### config.mk
export PLATFORM = sky130hd
export DESIGN_NAME = ssl_link_scrambler
export DESIGN_NICKNAME = d
export VERILOG_FILES = /design/src/rtl/ssl_pkg.sv /design/src/rtl/ssl_mode_fsm.sv /design/src/rtl/ssl_mixer.sv /design/src/rtl/ssl_link_scrambler.sv
export SDC_FILE = /design/constraint.sdc
export NUM_CORES = 1
export LEC_CHECK = 0
export CORE_MARGIN = 2
export CORE_UTILIZATION = 43
export CTS_BUF_LIST = sky130_fd_sc_hd__clkbuf_8
export CTS_CLUSTER_DIAMETER = 30
export DETAILED_ROUTE_END_ITERATION = 8
export HOLD_SLACK_MARGIN = 0.03
export PLACE_DENSITY = 0.71
export SLEW_MARGIN = 25
export SYNTH_ARGS = -nofsm -noshare
export SYNTH_HDL_FRONTEND = slang
export SYNTH_SLANG_ARGS = --single-unit
### constraint.sdc
create_clock -name clk -period 1.8 [get_ports clk]
set_clock_uncertainty 0.15 [all_clocks]
set_input_delay 0.18 -clock clk [delete_from_list [all_inputs] [get_ports clk]]
set_output_delay 0.18 -clock clk [all_outputs]
set_load 0.05 [all_outputs]
### src/rtl/ssl_pkg.sv
`timescale 1ns/1ps
package ssl_pkg;

    // Length of the scrambler history and the two feedback taps (bit times back)
    localparam int HIST_W = 15;
    localparam int TAP_NEAR = 14;
    localparam int TAP_FAR = 15;

    typedef enum logic {
        MODE_PASS = 1'b0,
        MODE_MIX  = 1'b1
    } mode_e;

endpackage

### src/rtl/ssl_mode_fsm.sv
`timescale 1ns/1ps
module ssl_mode_fsm
    import ssl_pkg::*;
(
    input  logic  clk,
    input  logic  rst_n,
    input  logic  enable,
    output mode_e mode
);

    mode_e state_q;
    mode_e state_d;

    always_ff @(posedge clk) begin
        if (!rst_n) begin
            state_q <= MODE_PASS;
        end else begin
            state_q <= state_d;
        end
    end

    always_comb begin
        state_d = state_q;
        unique case (state_q)
            MODE_PASS: if (enable)  state_d = MODE_MIX;
            MODE_MIX:  if (!enable) state_d = MODE_PASS;
            default:   state_d = MODE_PASS;
        endcase
    end

    assign mode = state_q;

endmodule

### src/rtl/ssl_mixer.sv
`timescale 1ns/1ps
module ssl_mixer
    import ssl_pkg::*;
#(
    parameter int DW = 16,
    parameter logic [HIST_W-1:0] SEED = '1,
    parameter bit DESCRAMBLE = 1'b0
) (
    input  logic          clk,
    input  logic          rst_n,
    input  mode_e         mode,
    input  logic          in_valid,
    input  logic [DW-1:0] in_data,
    output logic          out_valid,
    output logic [DW-1:0] out_data
);

    logic [HIST_W-1:0] hist_q;
    logic [HIST_W-1:0] hist_d;
    logic [DW-1:0]     mix_bits;
    logic [DW-1:0]     line_bits;

    // The history always holds line-side bits: the output bits when
    // scrambling, the input bits when descrambling.
    generate
        if (DESCRAMBLE) begin : g_rx_side
            assign line_bits = in_data;
        end else begin : g_tx_side
            assign line_bits = mix_bits;
        end
    endgenerate

    // Unrolled recurrence, most significant bit first
    always_comb begin
        logic [HIST_W-1:0] h;
        logic fb;
        h = hist_q;
        mix_bits = '0;
        for (int i = DW - 1; i >= 0; i--) begin
            fb = h[TAP_NEAR-1] ^ h[TAP_FAR-1];
            mix_bits[i] = in_data[i] ^ ((mode == MODE_MIX) & fb);
            h = {h[HIST_W-2:0], (DESCRAMBLE ? in_data[i] : mix_bits[i])};
        end
        hist_d = h;
    end

    always_ff @(posedge clk) begin
        if (!rst_n) begin
            hist_q    <= SEED;
            out_valid <= 1'b0;
            out_data  <= '0;
        end else begin
            out_valid <= in_valid;
            if (in_valid) begin
                hist_q   <= hist_d;
                out_data <= mix_bits;
            end
        end
    end

    logic unused_line;
    assign unused_line = ^line_bits;

endmodule

### src/rtl/ssl_link_scrambler.sv
`timescale 1ns/1ps
module ssl_link_scrambler
    import ssl_pkg::*;
#(
    parameter int OCTETS = 2,
    parameter logic [HIST_W-1:0] SEED = '1
) (
    input  logic                clk,
    input  logic                rst_n,
    input  logic                scr_en,
    input  logic                tx_valid,
    input  logic [8*OCTETS-1:0] tx_data,
    output logic                line_valid,
    output logic [8*OCTETS-1:0] line_data,
    input  logic                rx_scr_en,
    input  logic                rx_line_valid,
    input  logic [8*OCTETS-1:0] rx_line_data,
    output logic                rx_valid,
    output logic [8*OCTETS-1:0] rx_data
);

    localparam int DW = 8 * OCTETS;

    mode_e tx_mode;
    mode_e rx_mode;

    ssl_mode_fsm u_tx_mode (
        .clk    (clk),
        .rst_n  (rst_n),
        .enable (scr_en),
        .mode   (tx_mode)
    );

    ssl_mode_fsm u_rx_mode (
        .clk    (clk),
        .rst_n  (rst_n),
        .enable (rx_scr_en),
        .mode   (rx_mode)
    );

    ssl_mixer #(.DW(DW), .SEED(SEED), .DESCRAMBLE(1'b0)) u_scr (
        .clk       (clk),
        .rst_n     (rst_n),
        .mode      (tx_mode),
        .in_valid  (tx_valid),
        .in_data   (tx_data),
        .out_valid (line_valid),
        .out_data  (line_data)
    );

    ssl_mixer #(.DW(DW), .SEED(SEED), .DESCRAMBLE(1'b1)) u_dscr (
        .clk       (clk),
        .rst_n     (rst_n),
        .mode      (rx_mode),
        .in_valid  (rx_line_valid),
        .in_data   (rx_line_data),
        .out_valid (rx_valid),
        .out_data  (rx_data)
    );

endmodule

==> impl_results.md, run 1 <==
- Hold depth: 2
- Layout area overhead: 33.2%
- Core Region: 0.00672 sq mm
- Internal power: 2.68 mW
- Outcome: finished, final reports clean
- Chip height: 86.8 microns
- Initial antenna violation count: 0
- Drt via density: 5.03
- Sw Share: 0.286
- CP endpoint kind: output pin
- RSZ-0062 raised after global routing: no
- Largest family of logic cells by synthesized area: compound AO/OA/AOI/OAI gates
- GRT Max-Usage Layer: met2
- Worst EP arrival: 1.19 ns
- CTS tree: done
- Nets: 445
- Worst R2R Path Depth: 4
- Global-route wire length before repair: 10,300 microns
- Synth Net Count: 379
- Starting Density: 0.438
- Fraction of synthesized cell area in xor and xnor cells: 0.158
- Input/output buffers: 71
- CTS Hold Bufs: 0
- Drt pass-1 iters: 4
- Clock buffer depth: 2
- Grt met2 use: 0.260
- Netlist cell types: 27
- Max cap viols: 0
- Sequential fraction of the synthesis area: 0.449
- First DRT Iteration DRCs: 126
- Sequential share of power: 0.439
- Max incr delay on CP: 0.53 ns
- Total GRT Usage: 0.171
- Final GP Congestion: 0.735
- Minimum clock period: 1.52 ns
- YS warnings: 0
- Share of layout cells above drive strength 1: 0.102
- Final period util: 0.845
- Pwr Density: 956 mW/mm^2
- Post-synthesis mux area share: 0.0510
- Gate power share: 0.200
- Pin count of the biggest net entering global routing: 42
- Crit Path Category: reg -> out
- Post-Place Cell Area: 0.00371 sq mm
- Flop2flop setup slack: 0.29 ns
- Fillers: 591
- Final setup viols: 0
- Postcts setup bufs: 0
- R2r endpoint: u_scr.out_data[1]$_SDFFE_PN0P_
- Slew Limit Headroom: 0.665
- Post-Syn Area per Cell: 8.64 sq um
- Crit Path Max Fanout: 2
- Mapped Area: 0.00295 sq mm
- CP Data Required Time: 1.47 ns
- Fin. Hold Viols: 0
- Post-CTS resize count: 13
- Worst path slowest cell: dlygate4sd2_1
- Mapped Cells: 341
- Multi-input logic area: 0.00153 sq mm
- Pre-CTS WS: 0.0165 ns
- Vias in the first global route: 2,223
- Met1 usage: 0.239
- Crit path launch type: flop
- #FFs+latches synth: 66
- Adder-cell area share of the yosys netlist: 0
- DP HPWL: 4270 microns
- H-tree levels: 3
- Delay-heaviest family, CP: buffers and inverters
- Worst-path clk slew: 0.07 ns
- Num rows: 30
- Antenna diodes: 0
- Setup ws final: 0.278 ns
- Die area: 0.00753 sq mm
- Hold/Removal Path Class: in -> reg
- CTS buffer count: 9
- Chip Width: 86.8 microns
- Via count: 2,474
- Met3 Usage GRT: 0.0467
- Fin util: 0.584
- Clock latency on the worst-skew pair: 0.33 ns
- Net Switching: 1.07 mW
- Reg area: 0.00132 sq mm
- Wire per inst: 12.6 microns
- Lkg Pwr: 1.69 nW
- Simple-gate share of the synthesized area: 0.134
- Final Cell Area: 0.00392 sq mm
- Hold path endpoint: u_dscr.out_data[13]$_SDFFE_PN0P_
- Io pins: 72
- Maximum VDD drop: 0.372 mV
- Compound-Gate Fraction of Synth Area: 0.176
- Cell Chain, Critical Path: dlygate4sd2_1
- Max-slew violations: 0
- F_max: 657 MHz
- Worst Tran Pin Value: 0.501 ns
- Final hold slack: 0.0874 ns
- Clk Tree Root Cell: clkbuf_8
- HP Start: rx_line_valid
- Clock power frac: 0.361
- Worst flop-to-flop path startpoint: u_scr.hist_q[13]$_SDFFE_PN1P_
- Post-DRT Antenna Nets: 0
- Final wirelength: 6210 microns
- Setup TNS: 0 ns
- CTS sink cnt: 66
- CP bufs+invs: 1
- Residual DRC count: 0
- Gr ovfl total: 0
cell type report:
class                           instances  area share
Clock buffer                           10      0.0351
Clock inverter                          6      0.0207
Inverter                                1    0.000957
Multi-Input combinational cell        250       0.390
Sequential cell                        66       0.337
Tap cell                               80      0.0255
Timing Repair Buffer                   79       0.191
sequential cells by signal, indices dropped and copies added, names as in the netlist:
name              flops
u_dscr.out_data      16
u_rx_mode.mode        1
u_scr.hist_q         15
u_scr.out_data       16
u_dscr.out_valid      1
u_tx_mode.mode        1
u_dscr.hist_q        15
u_scr.out_valid       1
cells in the final DEF, fill, tap and decap left out, types with 2 or more instances in the layout:
| master | instances |
|---|---|
| inv_1 | 2 |
| nand2b_1 | 2 |
| nand4_1 | 2 |
| buf_4 | 22 |
| o21ai_0 | 45 |
| nor2_1 | 29 |
| and2_1 | 4 |
| xor2_1 | 49 |
| dlymetal6s2s_1 | 4 |
| buf_2 | 2 |
| dfxtp_1 | 66 |
| clkdlybuf4s50_1 | 35 |
| a21oi_1 | 31 |
| nand2_1 | 34 |
| o21a_1 | 12 |
| buf_12 | 3 |
| mux2i_1 | 15 |
| bufinv_16 | 2 |
| xnor2_1 | 4 |
| and3_1 | 12 |
| clkbuf_8 | 10 |
| clkinv_2 | 2 |
| dlygate4sd2_1 | 13 |
stage by stage:
stage	std cells	total power, mW
CTS	492	3.79
detailed placement	476	2.44
finish	492	3.75
floorplan	341	2.17
global route	492	3.93
global placement	476	2.44
synth_stat cells, drive strengths merged:
cell / instances / area (sq um)
a211oi: 1 / 7.51
a21oi: 31 / 155
a22oi: 1 / 7.51
a311oi: 1 / 8.76
a31oi: 1 / 6.26
and2: 4 / 25.0
and3: 12 / 75.1
buf: 1 / 5.00
clkbuf: 23 / 86.3
dfxtp: 66 / 1320
inv: 1 / 3.75
mux2i: 15 / 150
nand2: 34 / 128
nand2b: 2 / 12.5
nand3: 1 / 5.00
nand4: 2 / 12.5
nand4b: 1 / 8.76
nor2: 29 / 109
nor2b: 1 / 6.26
nor3b: 1 / 7.51
o211a: 1 / 10.0
o21a: 12 / 90.1
o21ai: 45 / 225
o221ai: 1 / 8.76
or3: 1 / 6.26
xnor2: 4 / 35.0
xor2: 49 / 429
cells by family (layout without fill, tap and decap cells):
kind of cell,after synthesis,in the layout
buffers and inverters,25,96
multiplexers,15,15
flip-flops,66,66
XOR/XNOR,53,53
AO/OA/AOI/OAI,94,94
AND/OR/NAND/NOR,88,88
power by group through the flow:
stage	Clock (mW)	Combinational [mW]	Sequential, mW
after floorplan	0	0.299	1.87
after global placement	0	0.759	1.68
after detailed placement	0	0.765	1.68
after CTS	1.39	0.754	1.65
after global routing	1.46	0.814	1.66
final	1.36	0.749	1.64
layer usage:
layer | wire length (microns) | vias up
li1 | - | 1282
met1 | 3120 | 1143
met2 | 2790 | 47
met3 | 268 | 2
met4 | 31 | 0
met5 | 0 | -
worst max path at each step:
stage,startpoint,end,slack [ns],cells after the start
after CTS,u_scr.out_data[5]$_SDFFE_PN0P_,line_data[5],0.0004,1
after floorplan,u_scr.hist_q[14]$_SDFFE_PN1P_,u_scr.out_data[1]$_SDFFE_PN0P_,0.44,4
after global placement,tx_data[15],u_scr.out_data[1]$_SDFFE_PN0P_,0.04,5
final,u_scr.out_data[2]$_SDFFE_PN0P_,line_data[2],0.28,1
after global routing,u_scr.hist_q[14]$_SDFFE_PN1P_,u_scr.out_data[1]$_SDFFE_PN0P_,0.17,4
after detailed placement,tx_data[15],u_scr.out_data[1]$_SDFFE_PN0P_,0.02,5
(Power assumes the default switching activity.)
==> run 2, diff against run 1 <==
- PLACE_DENSITY: 0.71 -> 0.74
- clock period: 1.8 -> 1.3 ns (I/O delays scaled with it)
==> impl_results.md, run 2 (synthesis results as in run 1) <==
- Outcome: finished with violations
- Nets: 457
- Num rows: 30
- Post-DRT Antenna Nets: 0
- Chip height: 86.8 microns
- Worst EP arrival: 1.51 ns
- Final period util: 1.07
- DP HPWL: 4620 microns
- Layout area overhead: 54.5%
- Worst Tran Pin Value: 0.410 ns
- Final Cell Area: 0.00455 sq mm
- Chip Width: 86.8 microns
- F_max: 717 MHz
- Total power: 5.44 mW
- Minimum clock period: 1.39 ns
- Initial antenna violation count: 0
- H-tree levels: 3
- Share of layout cells above drive strength 1: 0.229
- Slew Limit Headroom: 0.727
- Final wirelength: 6860 microns
- Vias in the first global route: 2,490
- Crit Path Max Fanout: 4
- Placed Cells: 486
- Post-Place Cell Area: 0.00418 sq mm
- Drt pass-1 iters: 4
- Io pins: 72
- Residual DRC count: 0
- Hold/Removal Path Class: in -> reg
- CTS sink cnt: 66
- Pwr Density: 1200 mW/mm^2
- Maximum VDD drop: 0.854 mV
- Antenna diodes: 0
- Final GP Congestion: 0.823
- Starting Density: 0.438
- Global-route wire length before repair: 11,100 microns
- Core Region: 0.00672 sq mm
- Lkg Pwr: 1.83 nW
- RSZ-0062 raised after global routing: yes
- Setup ws final: -0.0938 ns
- Crit path launch type: flop
- Most common cell after layout, fill and taps aside: dfxtp_1
- Total GRT Usage: 0.187
- First DRT Iteration DRCs: 86
- CP endpoint kind: flop
- Die area: 0.00753 sq mm
- Wire per inst: 13.6 microns
- Max-slew violations: 0
- Input/output buffers: 71
- Setup TNS: -0.161 ns
- Pin count of the biggest net entering global routing: 49
- Worst-path clk slew: 0.07 ns
- Top flop regs: u_dscr.out_data: 16 flops, u_scr.out_data: 16 flops
- Drt via density: 5.10
- Final setup viols: 4
- CTS tree: done
- Crit Path Category: reg -> reg
- Fin. Hold Viols: 0
- Clock buffer depth: 2
- Gr ovfl total: 0
- Violated checks: negative setup slack
- Fin cells: 504
- Most frequent cells in the layout: 51 x dfxtp_1, 42 x xor2_1, 38 x buf_12
- Clock latency on the worst-skew pair: 0.34 ns
- Max cap viols: 0
- Via count: 2,569
- CP Data Required Time: 1.42 ns
- Clk Tree Root Cell: clkbuf_8
- CTS buffer count: 9
## run 2: layout make-up
type / count / area [sq um]
fill: 499 / 2170
multi-input combinational: 250 / 1630
sequential: 66 / 1350
timing repair buffer: 91 / 1260
clock buffer: 11 / 151
tap: 80 / 100
clock inverter: 5 / 53.8
inverter: 1 / 3.75
## run 2: worst paths after layout
path,start,to,slack (ns),depth (start not counted)
setup / recovery,u_scr.hist_q[14]$_SDFFE_PN1P_,u_scr.out_data[1]$_SDFFE_PN0P_,-0.09,4
hold / removal,rst_n,u_scr.out_data[1]$_SDFFE_PN0P_,0.1,3
setup reg to reg,u_scr.hist_q[14]$_SDFFE_PN1P_,u_scr.out_data[1]$_SDFFE_PN0P_,-0.09,4
hold reg to reg,u_dscr.hist_q[14]$_SDFFE_PN1P_,u_dscr.hist_q[14]$_SDFFE_PN1P_,0.36,2
## run 2: routing by layer
metal	track usage	vias up	routed length, microns
li1	-	1295	-
met1	0.223	1197	2960
met2	0.306	70	3470
met3	0.0733	7	384
met4	0.0639	0	50
met5	0	-	0
## run 2: report_power, final
part           switching (mW)  total [mW]  internal, mW
sequential              0.168        2.34          2.17
clock                   0.763        1.74         0.979
combinational           0.663        1.36         0.697
total                    1.59        5.44          3.85
## run 2: worst max-delay path, stage by stage (launching register included)
cell     delay, ns
dfxtp_4       0.37
xor2_4        0.19
xnor2_2       0.16
or3_1         0.32
a31oi_1       0.13
## run 2: timing repair
action                                  CTS  global route
endpoints found under the hold margin     1             0
hold buffers                              1             0
pin swaps                                 6            12
endpoints found under the setup margin   14            21
buffers inserted                          0             1
gates resized for setup                  12            33
## run 2: through the flow
step,hold slack [ns],utilization,setup WS [ns]
floorplan,0.107,-,-0.0144
global route,0.106,0.677,-0.132
finish,0.0977,0.677,-0.0938
CTS,0.0767,0.663,-0.0829
detailed placement,0.337,0.623,-0.429
global placement,0.325,0.623,-0.378
==> run 3, diff against run 2 <==
- ABC_CLOCK_PERIOD_IN_PS: not set -> 1600
- PLACE_DENSITY: 0.74 -> 0.71
- clock period: 1.3 -> 1.6 ns (I/O delays scaled with it)
==> impl_results.md, run 3 (synthesis results as in run 1) <==
- Most common cell after layout, fill and taps aside: dfxtp_1
- Crit path launch type: flop
- Residual DRC count: 0
- Max incr delay on CP: 0.42 ns
- Postcts setup bufs: 0
- Max cap viols: 0
- Starting Density: 0.438
- R2r endpoint: u_scr.out_data[1]$_SDFFE_PN0P_
- Pin count of the biggest net entering global routing: 49
- Crit Path Category: reg -> reg
- Worst EP arrival: 1.58 ns
- Outcome: finished, final reports clean
- H-tree levels: 3
- Share of layout cells above drive strength 1: 0.150
- Core Region: 0.00672 sq mm
- Met1 usage: 0.227
- Initial antenna violation count: 0
- CP endpoint kind: flop
- Antenna diodes: 0
- CTS sink cnt: 66
- Met3 Usage GRT: 0.0390
- Worst Tran Pin Value: 0.397 ns
- Gr ovfl total: 0
- Maximum VDD drop: 0.427 mV
- Hold depth: 3
- Most frequent cells in the layout: 66 x dfxtp_1, 48 x xor2_1, 45 x o21ai_0
- Lkg Pwr: 1.62 nW
- Final setup viols: 0
- Post-DRT Antenna Nets: 0
- RSZ-0062 raised after global routing: no
- Via count: 2,467
- Drt via density: 4.99
- Setup TNS: 0 ns
- Chip Width: 86.8 microns
- Chip height: 86.8 microns
- Clock buffer depth: 2
- Crit Path Max Fanout: 4
- Clock latency on the worst-skew pair: 0.35 ns
- Worst-path clk slew: 0.07 ns
- CP bufs+invs: 0
- Minimum clock period: 1.45 ns
- Final GP Congestion: 0.750
- Die area: 0.00753 sq mm
- Clk Tree Root Cell: clkbuf_8
- Grt met2 use: 0.271
- Delay-heaviest family, CP: flip-flops
- Total GRT Usage: 0.175
- Worst R2R Path Depth: 4
- HP Start: rx_line_valid
- Pwr Density: 1090 mW/mm^2
- CTS buffer count: 9
- Input/output buffers: 71
- DP HPWL: 4290 microns
- Final wirelength: 6250 microns
- Fin. Hold Viols: 0
- Flop2flop setup slack: 0.15 ns
- Worst flop-to-flop path startpoint: u_scr.hist_q[13]$_SDFFE_PN1P_
- Io pins: 72
- CTS tree: done
- Cell Chain, Critical Path: xor2_2 -> xnor2_1 -> or3_1 -> a31oi_1
- CP Data Required Time: 1.73 ns
- Max-slew violations: 0
- Hold path endpoint: u_dscr.out_data[13]$_SDFFE_PN0P_
- Hold/Removal Path Class: in -> reg
- Layout area overhead: 33.1%
- F_max: 689 MHz
- Num rows: 30
- Worst path slowest cell: dfxtp_1
- Slew Limit Headroom: 0.735
- Final period util: 0.907
- Global-route wire length before repair: 10,400 microns
- Drt pass-1 iters: 4
- Post-Place Cell Area: 0.00367 sq mm
- First DRT Iteration DRCs: 139
- Wire per inst: 12.7 microns
- Final Cell Area: 0.00392 sq mm
- Top flop regs: u_dscr.out_data: 16 flops, u_scr.out_data: 16 flops
- GRT Max-Usage Layer: met2
- Fin util: 0.583
- Nets: 447
- Vias in the first global route: 2,320
==> run 3: cell count changes in the layout (fill, tap and decap cells not counted), sizes merged <==
| cell | change |
|---|---|
| clkbuf | -1 |
| clkinvlp | -1 |
| buf | -10 |
| inv | -1 |
| clkinv | +2 |
| bufinv | +1 |
==> run 3: worst max path at each step <==
stage	start	to	slack, ns	cells past startpoint
after global routing	u_scr.hist_q[13]$_SDFFE_PN1P_	u_scr.out_data[1]$_SDFFE_PN0P_	0.04	4
after detailed placement	tx_data[15]	u_scr.out_data[1]$_SDFFE_PN0P_	-0.14	5
after CTS	u_scr.hist_q[13]$_SDFFE_PN1P_	u_scr.out_data[1]$_SDFFE_PN0P_	0.09	4
after global placement	tx_data[15]	u_scr.out_data[1]$_SDFFE_PN0P_	-0.14	5
final	u_scr.hist_q[13]$_SDFFE_PN1P_	u_scr.out_data[1]$_SDFFE_PN0P_	0.15	4
after floorplan	u_scr.hist_q[14]$_SDFFE_PN1P_	u_scr.out_data[1]$_SDFFE_PN0P_	0.24	4
==> run 3: area by class of cell <==
cell class / instances / area, sq um
timing repair buffer: 81 / 731
clock buffer: 10 / 138
inverter: 1 / 3.75
tap: 80 / 100
sequential: 66 / 1320
clock inverter: 6 / 90.1
fill: 576 / 2800
multi-input combinational: 250 / 1540
==> run 3: power by group <==
part,switching [mW],internal (mW)
Sequential,0.0930,1.76
Clock,0.659,0.922
Combinational,0.504,0.349
Total,1.26,3.03
==> run 3: what timing repair did <==
action | 4_1_cts | 5_1_grt
gates resized for setup | 0 | 1
setup endpoints to repair | 0 | 1
hold endpoints to repair | 1 | 0
hold buffers | 1 | 0
==> run 3: stage by stage <==
| step | cells | hold slack [ns] | power (mW) | setup WS [ns] |
|---|---|---|---|---|
| floorplan | 341 | 0.137 | 2.44 | 0.244 |
| global placement | 477 | 0.326 | 2.73 | -0.139 |
| detailed placement | 477 | 0.335 | 2.74 | -0.142 |
| CTS | 494 | 0.125 | 4.33 | 0.0880 |
| global route | 494 | 0.126 | 4.49 | 0.0435 |
| finish | 494 | 0.128 | 4.29 | 0.149 |
==> run 3: worst min-delay path, stage by stage <==
cell and delay [ns]:
buf_2 0.12, buf_12 0.18, a21oi_1 0.13
==> run 3: metal layers <==
| layer | part of all wire | wire length, microns |
|---|---|---|
| met5 | 0 | 0 |
| met4 | 0.026 | 164 |
| met3 | 0.037 | 234 |
| met2 | 0.44 | 2740 |
| met1 | 0.50 | 3110 |
